<file path="config.mk">
export PLATFORM = sky130hd
export DESIGN_NAME = brkpt_unit
export DESIGN_NICKNAME = d
export VERILOG_FILES = /design/src/rtl/brkpt_pkg.sv /design/src/rtl/brkpt_compare.sv /design/src/rtl/brkpt_regs.sv /design/src/rtl/brkpt_sequencer.sv /design/src/rtl/brkpt_unit.sv
export SDC_FILE = /design/constraint.sdc
export NUM_CORES = 1
export LEC_CHECK = 0
export ABC_CLOCK_PERIOD_IN_PS = 1500
export BUFFER_PORTS_ARGS = -buffer_cell sky130_fd_sc_hd__buf_2
export CAP_MARGIN = 20
export CORE_ASPECT_RATIO = 1.25
export CORE_MARGIN = 2
export CORE_UTILIZATION = 47
export CTS_CLUSTER_DIAMETER = 50
export DETAILED_ROUTE_END_ITERATION = 12
export PLACE_DENSITY = 0.79
export SYNTH_ARGS = -nofsm -noshare
export SYNTH_HDL_FRONTEND = slang
export SYNTH_SLANG_ARGS = --single-unit
export TNS_END_PERCENT = 10
</file>
<file path="constraint.sdc">
create_clock -name clk -period 1.5 [get_ports clk]
set_clock_uncertainty 0.05 [all_clocks]
set_input_delay 0.225 -clock clk [delete_from_list [all_inputs] [get_ports clk]]
set_output_delay 0.225 -clock clk [all_outputs]
set_load 0.05 [all_outputs]
</file>
<file path="src/rtl/brkpt_pkg.sv">
package brkpt_pkg;

    localparam int REG_OFF_W  = 4;
    localparam int REG_DATA_W = 8;

    localparam int OFF_STATUS  = 0;
    localparam int OFF_FLAGCTL = 3;
    localparam int OFF_ADDR_HI = 9;
    localparam int OFF_CTL     = 11;

    localparam int BIT_ARM   = 7;
    localparam int BIT_ACT   = 6;
    localparam int BIT_WAIT  = 1;
    localparam int BIT_FIXED = 4;
    localparam int BIT_FCE   = 7;

    localparam logic [REG_DATA_W-1:0] SWI_OP = 8'h83;

    typedef enum logic [2:0] {
        SEL_NONE,
        SEL_STATUS,
        SEL_FLAGCTL,
        SEL_ADDR,
        SEL_CTL
    } reg_sel_e;

    typedef struct packed {
        logic                  we;
        logic [REG_OFF_W-1:0]  off;
        logic [REG_DATA_W-1:0] data;
    } reg_wr_t;

    typedef struct packed {
        logic take;
        logic mon;
    } brk_evt_t;

    // The upper byte sits at the lowest offset, lower lanes follow
    function automatic int lane_offset(int lanes, int lane);
        return OFF_ADDR_HI + (lanes - 1 - lane);
    endfunction

    function automatic reg_sel_e decode_off(logic [REG_OFF_W-1:0] off, int lanes);
        if (int'(off) == OFF_STATUS)  return SEL_STATUS;
        if (int'(off) == OFF_FLAGCTL) return SEL_FLAGCTL;
        if (int'(off) == OFF_CTL)     return SEL_CTL;
        if (int'(off) >= OFF_ADDR_HI && int'(off) < OFF_ADDR_HI + lanes) return SEL_ADDR;
        return SEL_NONE;
    endfunction

endpackage

</file>
<file path="src/rtl/brkpt_compare.sv">
module brkpt_compare
    import brkpt_pkg::*;
#(
    parameter int ADDR_W = 16
) (
    input  logic [ADDR_W-1:0] cpu_addr,
    input  logic [ADDR_W-1:0] brk_addr,
    output logic              addr_eq
);
    localparam int LANES = ADDR_W / REG_DATA_W;

    logic [LANES-1:0] lane_eq;

    // One byte comparator per lane
    for (genvar g = 0; g < LANES; g++) begin : g_lane
        assign lane_eq[g] = (cpu_addr[g*REG_DATA_W +: REG_DATA_W]
                          == brk_addr[g*REG_DATA_W +: REG_DATA_W]);
    end

    assign addr_eq = &lane_eq;
endmodule

</file>
<file path="src/rtl/brkpt_regs.sv">
module brkpt_regs
    import brkpt_pkg::*;
#(
    parameter int ADDR_W = 16
) (
    input  logic                  clk,
    input  logic                  rst,
    input  reg_wr_t               wr,
    input  logic                  hit,
    input  logic                  take_now,
    input  logic                  cpu_in_wait,
    output logic [REG_DATA_W-1:0] rdata,
    output logic [ADDR_W-1:0]     brk_addr,
    output logic                  brk_en,
    output logic                  brk_active
);
    localparam int LANES = ADDR_W / REG_DATA_W;

    reg_sel_e sel;
    logic     arm_q, act_q, wait_q, fce_q;

    assign sel = decode_off(wr.off, LANES);

    for (genvar g = 0; g < LANES; g++) begin : g_byte
        localparam int LANE_OFF = lane_offset(LANES, g);
        logic [REG_DATA_W-1:0] byte_q;
        always_ff @(posedge clk) begin
            if (rst) begin
                byte_q <= '0;
            end else if (wr.we && int'(wr.off) == LANE_OFF) begin
                byte_q <= wr.data;
            end
        end
        assign brk_addr[g*REG_DATA_W +: REG_DATA_W] = byte_q;
    end

    // Control: arm bit plus sticky active flag (a set beats a clear)
    always_ff @(posedge clk) begin
        if (rst) begin
            arm_q <= 1'b0;
            act_q <= 1'b0;
        end else begin
            if (wr.we && sel == SEL_CTL) begin
                arm_q <= wr.data[BIT_ARM];
                if (!wr.data[BIT_ACT]) act_q <= 1'b0;
            end
            if (hit) act_q <= 1'b1;
        end
    end

    // Status: wait-break flag, cleared only by a zero write
    always_ff @(posedge clk) begin
        if (rst) begin
            wait_q <= 1'b0;
        end else begin
            if (wr.we && sel == SEL_STATUS && !wr.data[BIT_WAIT]) wait_q <= 1'b0;
            if (take_now && cpu_in_wait) wait_q <= 1'b1;
        end
    end

    always_ff @(posedge clk) begin
        if (rst) begin
            fce_q <= 1'b0;
        end else if (wr.we && sel == SEL_FLAGCTL) begin
            fce_q <= wr.data[BIT_FCE];
        end
    end

    always_comb begin
        rdata = '0;
        unique case (sel)
            SEL_STATUS: begin
                rdata[BIT_FIXED] = 1'b1;
                rdata[BIT_WAIT]  = wait_q;
            end
            SEL_FLAGCTL: rdata[BIT_FCE] = fce_q;
            SEL_ADDR: begin
                for (int i = 0; i < LANES; i++) begin
                    if (int'(wr.off) == lane_offset(LANES, i))
                        rdata = brk_addr[i*REG_DATA_W +: REG_DATA_W];
                end
            end
            SEL_CTL: begin
                rdata[BIT_ARM] = arm_q;
                rdata[BIT_ACT] = act_q;
            end
            default: rdata = '0;
        endcase
    end

    assign brk_en     = arm_q;
    assign brk_active = act_q;
endmodule

</file>
<file path="src/rtl/brkpt_sequencer.sv">
module brkpt_sequencer
    import brkpt_pkg::*;
#(
    parameter int                ADDR_W  = 16,
    parameter logic [ADDR_W-1:0] NORM_VEC = 16'hFFFC,
    parameter logic [ADDR_W-1:0] MON_VEC  = 16'hFEFC
) (
    input  logic                  clk,
    input  logic                  rst,
    input  logic                  brk_en,
    input  logic                  hit,
    input  logic                  instr_last,
    input  logic                  monitor_mode,
    output logic                  take_now,
    output logic                  brk_take,
    output logic [REG_DATA_W-1:0] swi_opcode,
    output logic [ADDR_W-1:0]     vec_addr
);
    logic     pend_q, pend_d;
    brk_evt_t evt_q, evt_d;

    // A break leaves only at an instruction boundary
    assign take_now = brk_en && (hit || pend_q) && instr_last;

    always_comb begin
        if (!brk_en)        pend_d = 1'b0;
        else if (instr_last) pend_d = 1'b0;
        else                pend_d = pend_q || hit;
        evt_d.take = take_now;
        evt_d.mon  = monitor_mode;
    end

    always_ff @(posedge clk) begin
        if (rst) begin
            pend_q <= 1'b0;
            evt_q  <= '0;
        end else begin
            pend_q <= pend_d;
            evt_q  <= evt_d;
        end
    end

    assign brk_take   = evt_q.take;
    assign swi_opcode = evt_q.take ? SWI_OP : '0;
    assign vec_addr   = !evt_q.take ? '0 : (evt_q.mon ? MON_VEC : NORM_VEC);
endmodule

</file>
<file path="src/rtl/brkpt_unit.sv">
module brkpt_unit
    import brkpt_pkg::*;
#(
    parameter int                ADDR_W  = 16,
    parameter logic [ADDR_W-1:0] NORM_VEC = 16'hFFFC,
    parameter logic [ADDR_W-1:0] MON_VEC  = 16'hFEFC
) (
    input  logic                  clk,
    input  logic                  rst,
    input  logic [REG_OFF_W-1:0]  reg_addr,
    input  logic                  reg_wr,
    input  logic [REG_DATA_W-1:0] reg_wdata,
    output logic [REG_DATA_W-1:0] reg_rdata,
    input  logic [ADDR_W-1:0]     cpu_addr,
    input  logic                  instr_last,
    input  logic                  monitor_mode,
    input  logic                  cpu_in_wait,
    output logic                  brk_take,
    output logic                  brk_active,
    output logic [REG_DATA_W-1:0] swi_opcode,
    output logic [ADDR_W-1:0]     vec_addr
);
    reg_wr_t           wr;
    logic [ADDR_W-1:0] brk_addr;
    logic              brk_en, addr_eq, hit, take_now;

    assign wr.we   = reg_wr;
    assign wr.off  = reg_addr;
    assign wr.data = reg_wdata;
    assign hit     = addr_eq && brk_en;

    brkpt_compare #(.ADDR_W(ADDR_W)) u_cmp (
        .cpu_addr (cpu_addr),
        .brk_addr (brk_addr),
        .addr_eq  (addr_eq)
    );

    brkpt_regs #(.ADDR_W(ADDR_W)) u_regs (
        .clk         (clk),
        .rst         (rst),
        .wr          (wr),
        .hit         (hit),
        .take_now    (take_now),
        .cpu_in_wait (cpu_in_wait),
        .rdata       (reg_rdata),
        .brk_addr    (brk_addr),
        .brk_en      (brk_en),
        .brk_active  (brk_active)
    );

    brkpt_sequencer #(
        .ADDR_W   (ADDR_W),
        .NORM_VEC (NORM_VEC),
        .MON_VEC  (MON_VEC)
    ) u_seq (
        .clk          (clk),
        .rst          (rst),
        .brk_en       (brk_en),
        .hit          (hit),
        .instr_last   (instr_last),
        .monitor_mode (monitor_mode),
        .take_now     (take_now),
        .brk_take     (brk_take),
        .swi_opcode   (swi_opcode),
        .vec_addr     (vec_addr)
    );
endmodule

</file>
Yosys cells after proc, flatten, opt, wreduce, memory -nomap -nowiden

Cells that the tools add are included.

Bits of input ports: 34
Register bits after elaboration: 23
Logic and storage cells: 77
Output and inout bits: 34

Eq/ne operators: 11
Bitwise logic cells: 1
Reductions and logical operators: 19
$lt $le $gt $ge: 2
Mux-type cells: 35

Operators by type and width:

| kind                                                             | count |
|---|---|
| 3-bit two-way mux                                                | 8 |
| 8-bit two-way mux                                                | 3 |
| 1-bit two-way mux                                                | 17 |
| 8-bit == test                                                    | 2 |
| 16-bit two-way mux                                               | 1 |
| 4-bit == test (second input constant)                            | 3 |
| 1-bit logical AND                                                | 11 |
| 9-bit two-way mux                                                | 1 |
| 3-bit by 2-bit == test with 1-bit output (second input constant) | 2 |
| 1-bit one-hot mux with 2 select lines                            | 3 |
| 4-bit by 3-bit == test with 1-bit output (second input constant) | 1 |
| 4-bit greater-or-equal comparator (second input constant)        | 1 |
| 4-bit logical NOT                                                | 1 |
| 4-bit < comparator (second input constant)                       | 1 |
| 2-bit AND reduction                                              | 2 |
| 2-bit nonzero test                                               | 2 |
| 3-bit by 1-bit == test with 1-bit output (second input constant) | 1 |
| 3-bit == test (second input constant)                            | 1 |
| 1-bit one-hot mux with 3 select lines                            | 1 |
| 3-bit OR reduction                                               | 1 |
| 2-bit two-way mux                                                | 1 |
| 2-bit by 1-bit != test with 1-bit output (second input constant) | 1 |
| 1-bit logical NOT                                                | 1 |
| 1-bit logical OR                                                 | 1 |
| 1-bit inverter                                                   | 1 |

Longest topological paths before layout

Gate-level depths: netlist of the first run.

Depth after elaboration: 17
Depth in mapped cells: 6
Gate-level depth less buffers: 4

Cells and area by module

A second synthesis of the first run with hierarchy kept.

Cell total of the unflattened synthesis: 171
Area, all modules: 1546.5 um2

By module, submodules not included:

| module          | seq. area each (um2) | cells each | times used | area an instance (um2) |
|---|---|---|---|---|
| brkpt_regs      | 400.4                | 116        | 1          | 1079.8 |
| brkpt_sequencer | 60.1                 | 33         | 1          | 282.8 |
| brkpt_compare   | 0.0                  | 21         | 1          | 177.7 |
| brkpt_unit      | 0.0                  | 1          | 1          | 6.3 |

Worst setup path after synthesis of the first run

OpenSTA, ideal clock, no wires.

Path type: reg2out
Start point: reg u_seq.evt_q (netlist bit u_seq.brk_take)
End point: out vec_addr[8]
Stages on the path, launching flop included: 2
Required time: 1.225 ns
Arrival time: 1.673 ns
Path buffers: 0
Path slack: -0.448 ns
Cells stage by stage: dfxtp_1 -> nor2b_1

Longest elaborated chain between the ends: 1

RTL lines:

| item                     | line                  | RTL |
|---|---|---|
| start: declaration       | brkpt_sequencer.sv:20 | `brk_evt_t evt_q, evt_d;` |
| start signal: assignment | brkpt_sequencer.sv:39 | `evt_q <= evt_d;` |
| 16-bit two-way mux       | brkpt_sequencer.sv:45 | `assign vec_addr = !evt_q.take ? '0 : (evt_q.mon ? MON_VEC : NORM_VEC);` |
| end: declaration         | brkpt_unit.sv:21      | `output logic [ADDR_W-1:0] vec_addr` |

No other way between the ends.

Worst setup path after layout of the first run

Start point: reg u_regs.fce_q
End point: out reg_rdata[7]

Longest elaborated chain between the ends: 1

RTL lines:

| item                                  | line             | RTL |
|---|---|---|
| start: declaration                    | brkpt_regs.sv:20 | `logic arm_q, act_q, wait_q, fce_q;` |
| start signal: assignment              | brkpt_regs.sv:65 | `fce_q <= wr.data[BIT_FCE];` |
| 1-bit one-hot mux with 3 select lines | brkpt_regs.sv:71 | `unique case (sel)` |
| end: declaration                      | brkpt_unit.sv:13 | `output logic [REG_DATA_W-1:0] reg_rdata,` |

No other way between the ends.

==> results of run 1 <==
-- cells by family after synthesis --
group | count (synthesis) | share of synthesized area
other cells | 1 | 0.002496
compound gates | 19 | 0.08076
buf+inv | 31 | 0.1574
xor+xnor | 16 | 0.09326
simple gates | 58 | 0.2315
mux | 19 | 0.1282
flops | 23 | 0.3064
-- registers in the layout, indices dropped and copies added (netlist names) --
register,cells
u_regs.brk_active,1
u_regs.wait_q,1
u_regs.g_byte.byte_q,16
u_regs.fce_q,1
u_seq.pend_q,1
u_seq.evt_q,1
u_regs.brk_en,1
u_seq.brk_take,1
-- metal layers --
| layer | routed length, um | part of all wire |
|---|---|---|
| met1 | 1372 | 0.43 |
| met2 | 1563 | 0.49 |
| met5 | 0 | 0 |
| met4 | 38 | 0.012 |
| met3 | 186 | 0.059 |
-- synthesized netlist by cell type, types with 2 or more instances --
library cell | count | area, sq um
a21oi_1 | 3 | 15.01
a22oi_1 | 6 | 45.04
buf_4 | 24 | 180.2
buf_6 | 4 | 45.04
dfxtp_1 | 23 | 460.4
mux2i_1 | 17 | 170.2
nand2_1 | 2 | 7.510
nand2b_1 | 2 | 12.51
nand3_1 | 7 | 35.03
nand3b_1 | 2 | 15.01
nor2_1 | 25 | 93.84
nor2b_1 | 5 | 31.28
nor3b_2 | 2 | 25.02
nor4_1 | 2 | 12.51
o21ai_0 | 2 | 10.01
o21ai_1 | 5 | 25.02
xor2_1 | 15 | 131.4
-- layout make-up --
cell class                      instances  area share
Tap cell                               36     0.02507
Timing Repair Buffer                   71      0.2305
Sequential cell                        23      0.2611
Inverter                                1    0.002089
Clock buffer                            4     0.01462
Multi-Input combinational cell        119      0.4666
-- power by group --
group          switching, uW  internal, uW
Combinational            129          80.4
Clock                    187           104
Sequential              6.22           617
-- metrics by stage --
step | instances | hold slack [ps] | setup WS [ps] | power, uW
floorplan | 173 | 303.2 | -230.0 | 782.1
global placement | 250 | 401.5 | 2.366 | 843.1
detailed placement | 250 | 401.2 | -21.38 | 845.7
CTS | 254 | 69.18 | -198.6 | 1132
global route | 254 | 60.38 | -264.4 | 1176
finish | 254 | 66.23 | -190.4 | 1123
-- worst paths after layout --
kind / start / to / slack [ps] / cells past startpoint
min reg2reg: u_seq.pend_q / u_seq.brk_take / 460 / 2
max reg2reg: u_regs.g_byte[1].byte_q[5] / u_regs.wait_q / 180 / 4
max: u_regs.fce_q / reg_rdata[7] / -190 / 5
min: monitor_mode / u_seq.evt_q[0] / 70 / 2
-- what timing repair did --
action                                  4_1_cts  5_1_grt
resized for setup                             9       12
pin swaps                                     2        0
cloned                                        0        0
hold buffers                                  0        0
endpoints found under the setup margin        3        9
==> reports/metrics.cfg, run 1 <==
[outcome]
status=complete, but fails checks
violations=negative setup slack

[route]
firstDrtPassIters=4
viasPerCell=5.031
vias=1278
wl_per_cell_um=12.44
ant_nets=0
drt_iter0_markers=25
wl_um=3160
drcViolationCount=0

[clock_network]
cts_sinks=23
clk_latency_ps=310
cts_buffers=3
clkTransAtPathRegs_ps=120
cts_tree=built
htreeDepth=1
cts_buffer_depth=2
root_buffer=clkbuf_4
postCtsSetupRepairBufs=0

[die]
die_y_um=67.22
die_x_um=54.58
coreArea_sq_um=3000
std_cell_rows=22
io_pins=68
initial_core_util=0.5008
die_area_sq_um=3669

[grt]
met2_usage=0.3283
overflow=0
met3_usage=0.02655
grt_max_degree=21
grt.total_usage=0.1920
antenna_found_initial=0
busiest_layer=met2
first_global_vias=1188
grt_pass1_wl_um=5181
met1_usage=0.2456

[finish]
area_delta_synth_final_pct=19.57
final_area_sq_um=1797
final_common_cell=buf_2
fillers=282
diodes=0
final_cell_mix=buf_2, nor2_1, dfxtp_1, mux2i_1, xor2_1
seqCellArea_sq_um=469.2
layout-drive-gt1-share=0.4174
multiInputGateArea_sq_um=838.3
final_util=0.5988
fin_nets=253

[sta]
period_needed_ps=1690
finalMaxSlewViolations=0
rsz0062_at_grt=true
fin_setup_tns_ps=-354.6
setup_viol=3
finalCritPeriodShare=1.127
worst_slack_ps=-190.4
fmax_mhz=591.6
finalHoldViolations=0

[worst_setup_path]
worst-setup-path-type=reg2out
cp_max_fo=2
critPathMaxStageDelay_ps=330
crit_family=flip-flops
crit_path_top_delay_cell=dfxtp_1
crit_chain=mux2_4 -> a22o_1 -> a21oi_1 -> nor2_1 -> buf_6
critPathArrivalTime_ps=1420
crit_required_ps=1220
critical_path_buf_inv_count=1
crit_path_start_kind=flop
endpoint_kind=output pin

[run]
maxCapViolCount=0

[placed_design]
place_hpwl_um=2531
gp_congestion=0.7825
portBuffers=60
placed_cell_area_sq_um=1727

[yosys]
synth.avg_cell_area_sq_um=8.998
yosys_warnings=0
synth_ff_type=dfxtp_1
synth-seq-area-share=0.3064
synthArstFlopShare=0
synth_edf_count=0
syn-cell-area_sq_um=1503
ys_ff_latch=23
synthCells=167
ys_types=38

[power_and_ir_drop]
leakagePower_uw=0.0008246
power-per-cell-area_nw_per_um2=625.1
vdd_drop_max_v=0.0004641

[hold_path]
min_path_type=in2reg

Power figures use the tool's default switching activity.
==> run 2: changes to the inputs <==
- RECOVER_POWER: default -> 100
- SKIP_CTS_REPAIR_TIMING: default -> 1
==> run 2 against run 1 <==
  * The run still ends with negative setup slack left
  * Core utilization down 0.71 points
  * Register-to-register slack better by 20 ps
  * Sequential cell count unchanged
  * Power is 0.23% lower
  * Setup slack is essentially flat
  * Design area decreased by 1.2%
  * Sequential share of layout area grew 0.24 points
  * Critical path type unchanged
  * Critical endpoint unchanged
  * Largest power group unchanged
  * Highest routed layer unchanged
==> reports/metrics.cfg, run 2 (same netlist as run 1, synthesis figures left out) <==
[outcome]
status=complete, but fails checks
violations=negative setup slack

[power_and_ir_drop]
p_seq_frac=0.556
pwr-share-comb=0.185
switchingPower_uw=321.8
swShare=0.2872
p_int_uw=798.8
leakagePower_uw=0.0008116
pwr-share-clk=0.259
power-per-cell-area_nw_per_um2=631.1
vdd_drop_max_v=0.0004702

[finish]
final_common_cell=buf_2
final_cell_mix=buf_2, nor2_1, dfxtp_1, mux2i_1, xor2_1
regMostFlops=u_regs.g_byte.byte_q
diodes=0
largest_reg_flops=16
final_util=0.5917
fin_nets=253
area_delta_synth_final_pct=18.15
layout-drive-gt1-share=0.3945

[sta]
setup_viol=3
fin_setup_tns_ps=-444.2
finalCritPeriodShare=1.127
period_needed_ps=1690
fmax_mhz=591.6
worst_slack_ps=-190.3
timing.hold.ws_ps=64.73
tightest_slew_ps=871.4
finalMaxSlewViolations=0
max_slew_margin=0.4191
rsz0062_at_grt=true
finalHoldViolations=0

[hold_path]
min_path_type=in2reg

[route]
viasPerCell=5.004
wl_um=3173
drt_iter0_markers=29
wl_per_cell_um=12.49
drcViolationCount=0
firstDrtPassIters=4
vias=1271
ant_nets=0

[run]
maxCapViolCount=0

[grt]
antenna_found_initial=0
grt.total_usage=0.1902
grt_max_degree=21
overflow=0
grt_pass1_wl_um=5133
first_global_vias=1170

[worst_setup_path]
worst-setup-path-type=reg2out
critPathArrivalTime_ps=1420
crit_path_start_kind=flop
cp_max_fo=2
crit_required_ps=1220
crit_path_top_delay_cell=dfxtp_1
endpoint_kind=output pin
crit_family=flip-flops
crit_chain=mux2_4 -> a22o_1 -> a21oi_1 -> nor2_1 -> buf_6
critPathMaxStageDelay_ps=330
critical_path_buf_inv_count=1

[die]
die_area_sq_um=3669
coreArea_sq_um=3000
initial_core_util=0.5008
io_pins=68
die_y_um=67.22
die_x_um=54.58
std_cell_rows=22

[clock_network]
clkTransAtPathRegs_ps=120
root_buffer=clkbuf_4
clk_latency_ps=310
cts_tree=built
htreeDepth=1
cts_buffers=3
cts_sinks=23
cts_buffer_depth=2

[placed_design]
place_hpwl_um=2531
dp_slack_ps=-21.38
gp_congestion=0.7825
portBuffers=60

## run 2: power groups by stage
| stage | clock [uW] | sequential, uW | combinational [uW] |
|---|---|---|---|
| 4_1_cts | 298 | 625 | 208 |
| 3_5_place_dp | 0 | 638 | 208 |
| 6_report | 290 | 623 | 207 |
| 3_3_place_gp | 0 | 638 | 205 |
| 5_1_grt | 324 | 624 | 225 |
| 2_1_floorplan | 0 | 637 | 145 |
## run 2: final timing paths
kind	startpoint	to	slack [ps]	cells past startpoint
setup / recovery	u_regs.fce_q	reg_rdata[7]	-190	5
hold / removal	monitor_mode	u_seq.evt_q[0]	60	2
setup reg to reg	u_regs.g_byte[1].byte_q[5]	u_regs.wait_q	200	4
hold reg to reg	u_seq.pend_q	u_seq.brk_take	460	2
## run 2: worst reg2reg max path: stages (launching register included)
cell	delay (ps)
dfxtp_1	350
xor2_1	160
nor4_1	300
nand3_1	210
o21ai_1	170
## run 2: layer usage
layer / GRT usage / vias up / share of wire
li1: - / 646 / -
met1: 0.2442 / 572 / 0.43
met2: 0.3238 / 48 / 0.50
met3: 0.02655 / 5 / 0.056
met4: 0.05625 / 0 / 0.012
met5: 0 / - / 0
## run 2: metrics by stage
step | instance area [sq um] | instances | power, uW
4_1_cts | 1753 | 254 | 1130
6_report | 1775 | 254 | 1121
2_1_floorplan | 1531 | 173 | 782.1
5_1_grt | 1775 | 254 | 1174
3_3_place_gp | 1727 | 250 | 843.1
3_5_place_dp | 1727 | 250 | 845.7
## run 2: final cells by class
class	instances	area [sq um]
clock buffer	4	26.28
fill	287	1225
inverter	1	3.754
multi-input combinational	119	833.3
sequential	23	467.9
tap	36	45.04
timing repair buffer	71	399.1
==> run 3: changes to the inputs <==
- SETUP_SLACK_MARGIN: default -> 0.3
==> run 3 against run 2 <==
  * The flow still finishes with violations (negative setup slack)
  * Core utilization increased by 9.3 points
  * Sequential power about the same
  * Clock power barely moved
  * Sequential share of layout area shrank 3.0 points
  * Via count up 7.6%
  * Worst hold slack improved by 8.1 ps
  * Non-clock buffer count increased by 11
  * First-iteration DRC count fell by 41%
  * Sequential cell count did not move
  * Critical path type unchanged
  * Largest power group unchanged
==> reports/metrics.cfg, run 3 (same netlist as run 1, synthesis figures left out) <==
[placed_design]
portBuffers=60
dp_slack_ps=-42.08
place_hpwl_um=2696
gp_congestion=0.7513
placed_cell_area_sq_um=1887

[sta]
tightest_slew_ps=893.7
worst_slack_ps=-243.0
fin_setup_tns_ps=-380.0
finalCritPeriodShare=1.162
max_slew_margin=0.4042
rsz0062_at_grt=true
setup_viol=4
finalMaxSlewViolations=0
timing.hold.ws_ps=72.87
period_needed_ps=1743
finalHoldViolations=0
fmax_mhz=573.7

[clock_network]
cts_buffers=3
cts_tree=built
cts_sinks=23
clk_latency_ps=300
root_buffer=clkbuf_4
clkTransAtPathRegs_ps=130
htreeDepth=1
cts_buffer_depth=2

[worst_setup_path]
reg2reg_to=u_seq.brk_take
critical_path.startpoint=u_regs.fce_q
worst-setup-path-type=reg2out
reg2reg_depth=4
critPathArrivalTime_ps=1470
reg2reg_from=u_regs.g_byte[0].byte_q[6]
crit_required_ps=1220
cp_max_fo=2
crit_path_start_kind=flop
crit_end=reg_rdata[7]
endpoint_kind=output pin
r2r_slack_ps=180

[outcome]
violations=negative setup slack
status=complete, but fails checks

[power_and_ir_drop]
leakagePower_uw=0.0008842
vdd_drop_max_v=0.0004794
power-per-cell-area_nw_per_um2=562.3
p_int_uw=815.2
p_seq_frac=0.537
pwr-share-clk=0.249
swShare=0.2948
pwr-share-comb=0.214
switchingPower_uw=340.8

[hold_path]
min_path_type=in2reg
holdPathStages=2

[die]
die_x_um=54.58
initial_core_util=0.5008
io_pins=68
coreArea_sq_um=3000
die_y_um=67.22
std_cell_rows=22
die_area_sq_um=3669

[grt]
overflow=0
antenna_found_initial=0
grt_pass1_wl_um=5554
grt.total_usage=0.2012
first_global_vias=1275
grt_max_degree=21

[finish]
fillers=251
final_area_sq_um=2056
diodes=0
area_delta_synth_final_pct=36.80
multiInputGateArea_sq_um=962.2
layout-drive-gt1-share=0.5240
fin_nets=264
seqCellArea_sq_um=480.5
final_cell_mix=buf_2, buf_4, nor2_1, mux2i_1, xor2_1
largest_reg_flops=16
regMostFlops=u_regs.g_byte.byte_q
final_common_cell=buf_2
final_util=0.6852

[route]
drt_iter0_markers=17
firstDrtPassIters=4
drcViolationCount=0
wl_um=3567
viasPerCell=5.162
wl_per_cell_um=13.46
ant_nets=0
vias=1368

[run]
maxCapViolCount=0

-- run 3: cell types whose count changed in the layout (fill, tap and decap cells not counted), moves of 3 or more --
cell	change
dfxtp_2	+4
nor2_1	-5
buf_2	-10
buf_6	+3
nor2_4	+6
buf_4	+9
a22oi_2	+4
dfxtp_1	-6
buf_8	+3
clkbuf_4	+5
a22oi_1	-4
-- run 3: power groups by stage --
| stage | logic, uW | clock network [uW] | registers (uW) |
|---|---|---|---|
| final | 247 | 288 | 621 |
| after floorplan | 160 | 0 | 635 |
| after global routing | 266 | 316 | 622 |
| after global placement | 233 | 0 | 637 |
| after CTS | 238 | 295 | 623 |
| after detailed placement | 237 | 0 | 637 |
-- run 3: worst min path at each step --
stage	startpoint	to
6_report	monitor_mode	u_seq.evt_q[0]
5_1_grt	monitor_mode	u_seq.evt_q[0]
4_1_cts	monitor_mode	u_seq.evt_q[0]
3_5_place_dp	monitor_mode	u_seq.evt_q[0]
3_3_place_gp	monitor_mode	u_seq.evt_q[0]
2_1_floorplan	monitor_mode	u_seq.evt_q[0]
-- run 3: critical path, cell delays in order (launching register included) --
cell     delay, ps
dfxtp_2        350
mux2_4         260
a22o_1         190
a21oi_2        180
nor2_4          50
buf_6          150
-- run 3: stage by stage --
step                      instances  total power (uW)
after global placement          259             870.2
final                           265              1156
after global routing            265              1204
after detailed placement        259             873.9
after CTS                       263              1157
after floorplan                 173             795.4
-- run 3: layout make-up --
type / count / area share
multi-input cells: 119 / 0.4680
well taps: 36 / 0.02191
clock buffers: 4 / 0.01278
flip-flops and latches: 23 / 0.2337
inverters: 1 / 0.001826
repair buffers: 82 / 0.2617
-- run 3: layer usage --
metal,GRT usage,vias up,wire length (um)
met5,0,-,0
met4,0.05625,0,39
met3,0.02655,4,221
met2,0.3554,52,1872
met1,0.2490,644,1433
li1,-,668,-
